File: config.mk
export PLATFORM = sky130hd
export DESIGN_NAME = irq_router
export DESIGN_NICKNAME = d
export VERILOG_FILES = /design/src/rtl/irq_router.sv
export SDC_FILE = /design/constraint.sdc
export NUM_CORES = 1
export LEC_CHECK = 0
export BUFFER_PORTS_ARGS = -buffer_cell sky130_fd_sc_hd__buf_2
export CAP_MARGIN = 5
export CORE_MARGIN = 2
export CORE_UTILIZATION = 45
export DETAILED_ROUTE_END_ITERATION = 8
export GPL_ROUTABILITY_DRIVEN = 0
export HOLD_SLACK_MARGIN = 0.02
export PLACE_DENSITY = 0.6
export REMOVE_ABC_BUFFERS = 1
export SETUP_SLACK_MARGIN = 0.1
export SYNTH_ARGS = -nofsm -noshare
export SYNTH_HDL_FRONTEND = slang
export SYNTH_SLANG_ARGS = --single-unit
File: constraint.sdc
create_clock -name clk -period 39.8 [get_ports clk]
set_input_delay 7.96 -clock clk [delete_from_list [all_inputs] [get_ports clk]]
set_output_delay 7.96 -clock clk [all_outputs]
set_load 0.02 [all_outputs]
File: src/rtl/irq_router.sv
module irq_router #(
  parameter int N_REQ = 16,
  parameter int CH_W  = $clog2(N_REQ)
) (
  input  logic             clk,
  input  logic             rst_n,
  input  logic [N_REQ-1:0] req_i,
  input  logic             cfg_we_i,
  input  logic [CH_W-1:0]  cfg_idx_i,
  input  logic             cfg_en_i,
  input  logic [2:0]       cfg_lvl_i,
  input  logic             cfg_cop_i,
  input  logic [7:0]       vbase_i,
  input  logic [2:0]       cpu_mask_i,
  input  logic             cpu_ack_i,
  input  logic             cop_ack_i,
  output logic             cpu_irq_o,
  output logic [15:0]      cpu_vec_o,
  output logic             cop_req_o,
  output logic [CH_W-1:0]  cop_chan_o
);

  logic [N_REQ-1:0] en_q;
  logic [N_REQ-1:0] tgt_q;
  logic [2:0]       lvl_q [N_REQ];

  logic             cpu_hit, cop_hit;
  logic [2:0]       cpu_best, cop_best;
  logic [CH_W-1:0]  cpu_idx, cop_idx;

  for (genvar g = 0; g < N_REQ; g++) begin : g_cfg
    always_ff @(posedge clk or negedge rst_n) begin
      if (!rst_n) begin
        en_q[g]  <= 1'b0;
        tgt_q[g] <= 1'b0;
        lvl_q[g] <= 3'd0;
      end else if (cfg_we_i && cfg_idx_i == CH_W'(g)) begin
        en_q[g]  <= cfg_en_i;
        tgt_q[g] <= cfg_cop_i;
        lvl_q[g] <= cfg_lvl_i;
      end
    end
  end

  always_comb begin
    cpu_hit  = 1'b0;
    cop_hit  = 1'b0;
    cpu_best = 3'd0;
    cop_best = 3'd0;
    cpu_idx  = '0;
    cop_idx  = '0;
    for (int i = N_REQ - 1; i >= 0; i--) begin
      if (req_i[i] && en_q[i] && lvl_q[i] != 3'd0) begin
        if (!tgt_q[i] && lvl_q[i] > cpu_mask_i && lvl_q[i] >= cpu_best) begin
          cpu_hit  = 1'b1;
          cpu_best = lvl_q[i];
          cpu_idx  = CH_W'(i);
        end
        if (tgt_q[i] && lvl_q[i] >= cop_best) begin
          cop_hit  = 1'b1;
          cop_best = lvl_q[i];
          cop_idx  = CH_W'(i);
        end
      end
    end
  end

  always_ff @(posedge clk or negedge rst_n) begin
    if (!rst_n) begin
      cpu_irq_o <= 1'b0;
      cpu_vec_o <= 16'h0000;
    end else if (cpu_irq_o) begin
      if (cpu_ack_i) cpu_irq_o <= 1'b0;
    end else if (cpu_hit) begin
      cpu_irq_o <= 1'b1;
      cpu_vec_o <= {vbase_i, 8'({cpu_idx, 1'b0})};
    end
  end

  always_ff @(posedge clk or negedge rst_n) begin
    if (!rst_n) begin
      cop_req_o  <= 1'b0;
      cop_chan_o <= '0;
    end else if (cop_req_o) begin
      if (cop_ack_i) cop_req_o <= 1'b0;
    end else if (cop_hit) begin
      cop_req_o  <= 1'b1;
      cop_chan_o <= cop_idx;
    end
  end

endmodule

==> impl_metrics.toml <==
[setup_path]
cp-end-kind = "register"
worstPathRequired_ps = 40050
critPathSlowestCell = "a2111oi_1"
max_stage_delay_ps = 560
path_class = "input port to register"
worstPathMaxFanout = 16
critPathLaunchType = "input port"
critPathArrivalTime_ps = 31970
path_common_cell = "ha_1"

[grt]
track_usage_pct = 24.1
grt_max_degree = 55
grt_pass1_wl_um = 40600
antenna_found_initial = 0
grt_pass1_vias = 7417
grt_overflow_total = 0

[yosys]
ys_ff_latch = 98
syn_avg_cell_area_um2 = 9.27
synth.distinct_cells = 69
ys_seq_area_share_pct = 27.2
synth_ff_type = "dfrtp_1"
synthArstFlopShare_pct = 100
syn_area_mm2 = 0.00900
ys_warn_count = 0
synth_cells = 971
synth_edf_count = 0

[drt]
dr.pass1.iters = 5
drc_errors = 0
wl_met1_um = 12100
vias = 7598
dr_wl_met3_um = 859
highest_layer = "met4"
wirelength_um = 25200
via_per_inst = 5.86
first_iter_violations = 448
wl_met2_um = 11700
ant_nets = 0
detail_route.wl_per_cell_um = 19.4

[final_layout]
syn_to_final_growth_pct = 9.63
layout-drive-gt1-share_pct = 19.4
diodes = 0
fin_nets = 1192
post-route-util_pct = 50.5
fill_cells = 1868
regArea_mm2 = 0.00245
multi_input_area_mm2 = 0.00622
instances_no_fill = 1297

[cts]
cts_max_level = 3
cts-root-buf = "clkbuf_16"
post_cts_buffers = 0
clockBufferDepth = 2
numCtsBuffers = 9
cts_tree = "yes"
ctsHoldBuffers = 0
post_cts_resized = 0
worstSkewPairLatency_ps = 360
cts.reportedPaths.clkPinSlew_ps = 80
cts_sinks = 98

[flow_run]
cap_violations = 0

[sta]
drv_slew = 0
relSlewSlack_pct = 31.0
final.min_clock_period_ps = 31710
finalClockSkew_ps = 11.8
setup_viol = 0
fin_crit_sh_pct = 79.7
worst_pin_slew_ps = 1030
rsz0062_at_grt = "no"
tns_ps = 0
final_hold_viol_count = 0
worst_slack_ps = 8090
timing.fmax_mhz = 31.5

[floorplan]
die_h_um = 145
start_util_pct = 46.1
die_x_um = 145
rows = 51
io_pins = 63
core_region_area_mm2 = 0.0195
design.die.area_mm2 = 0.0211

[power]
ir_worst_vdd_mv = 0.0212
p_leak_nw = 4.45
power.total_mw = 0.542
p_per_area_mw_per_mm2 = 54.9

[placement]
io_buffers = 58
place_ws_ps = 7950
place_inst = 1280
post-dp-hpwl_um = 18900

[run_status]
status = "complete, no violations"

[min_path]
hp-class = "register to register"
[worst paths after layout]
path,endpoint,slack (ps),startpoint,cells past startpoint
min in group asynchronous,lvl_q[7],7590,rst_n,1
worst min-delay path,cop_chan_o[1],510,cop_chan_o[1],1
worst max register to register,cpu_vec_o[13],15740,lvl_q[1],110
worst min register to register,cop_chan_o[1],510,cop_chan_o[1],1
max in group asynchronous,lvl_q[43],31050,rst_n,2
worst max-delay path,cpu_vec_o[13],8090,cpu_mask_i[2],113
[report_power, final]
part	switching (mW)	total [mW]	internal [mW]
sequential	0.0336	0.161	0.127
combinational	0.153	0.289	0.136
clock	0.0466	0.0916	0.0450
[flip-flops by register name, summed over array words and instances, names as in the netlist]
register and cells:
cop_chan_o 4, cop_req_o 1, cpu_irq_o 1, cpu_vec_o 12, en_q 16, lvl_q 48
tgt_q 16
[metrics by stage]
step	area [µm²]	hold slack [ps]
global placement	9550	485
global route	9870	525
detailed placement	9550	490
floorplan	8900	473
CTS	9860	510
finish	9870	507
[Yosys cell counts, drive strengths merged, types with 4 or more instances]
cell / count / area, µm²
a311oi: 6 / 58.8
and3: 6 / 37.5
o311a: 13 / 141
and3b: 4 / 35.0
a31oi: 21 / 153
o22a: 4 / 35.0
mux2: 94 / 1090
nand2: 64 / 240
nor3b: 10 / 86.3
nor2b: 20 / 125
nand3: 14 / 70.1
nand2b: 42 / 263
o31a: 5 / 43.8
o21a: 13 / 97.6
a21o: 23 / 173
a211oi: 6 / 55.1
clkbuf: 13 / 48.8
mux2i: 9 / 90.1
inv: 61 / 229
nor2: 53 / 199
o311ai: 11 / 96.3
dfrtp: 98 / 2450
nor4: 4 / 25.0
ha: 124 / 1550
o21ai: 60 / 300
o31ai: 11 / 82.6
nand4: 7 / 43.8
nor3: 15 / 75.1
o21bai: 5 / 37.5
o211a: 6 / 60.1
a21oi: 52 / 260
maj3: 4 / 40.0
o211ai: 11 / 82.6
nand3b: 6 / 45.0
a31o: 5 / 43.8
buf: 8 / 66.3
or3: 7 / 43.8
or2: 12 / 75.1
and2: 15 / 93.8
[layout make-up]
class	instances	area share [%]
Multi-Input combinational cell	794	63.0
Timing Repair Buffer	63	3.32
Sequential cell	98	24.9
Clock inverter	7	0.875
Clock buffer	9	2.28
Inverter	61	2.32
Tap cell	265	3.36
[cell usage in the layout (no fill, tap or decap), drive strengths merged, types with 20 or more instances in the layout]
master,count
dfrtp,98
inv,63
ha,124
a21oi,52
nand2b,42
mux2,94
nand2,64
a31oi,21
nor2b,20
nor2,53
buf,63
o21ai,60
a21o,23
[critical path, delay by kind of cell]
| family | cells | cell delay (ps) |
|---|---|---|
| AOI/OAI and AO/OA | 40 | 8430 |
| and+or+nand+nor | 43 | 6920 |
| adders and majority gates | 19 | 5350 |
| muxes | 7 | 2630 |
| buffers and inverters | 4 | 620 |
[routing by layer]
metal	up-vias	global-route usage, %
met1	3668	33.0
met4	0	6.47
met5	-	0
met2	152	40.1
met3	30	3.13
li1	3748	-
[cells by family (layout without fill, tap and decap cells)]
family                   count (synthesis)  count (layout)  synth area share, %
adder cells (fa/ha/maj)                128             128                 17.7
AND/OR/NAND/NOR                        282             282                 16.5
multiplexers                           103             103                 13.1
buffers and inverters                   82             140                 3.82
flip-flops                              98              98                 27.2
AO/OA/AOI/OAI                          277             277                 21.6
other                                    1               4               0.0417
Power figures use the tool's default switching activity.
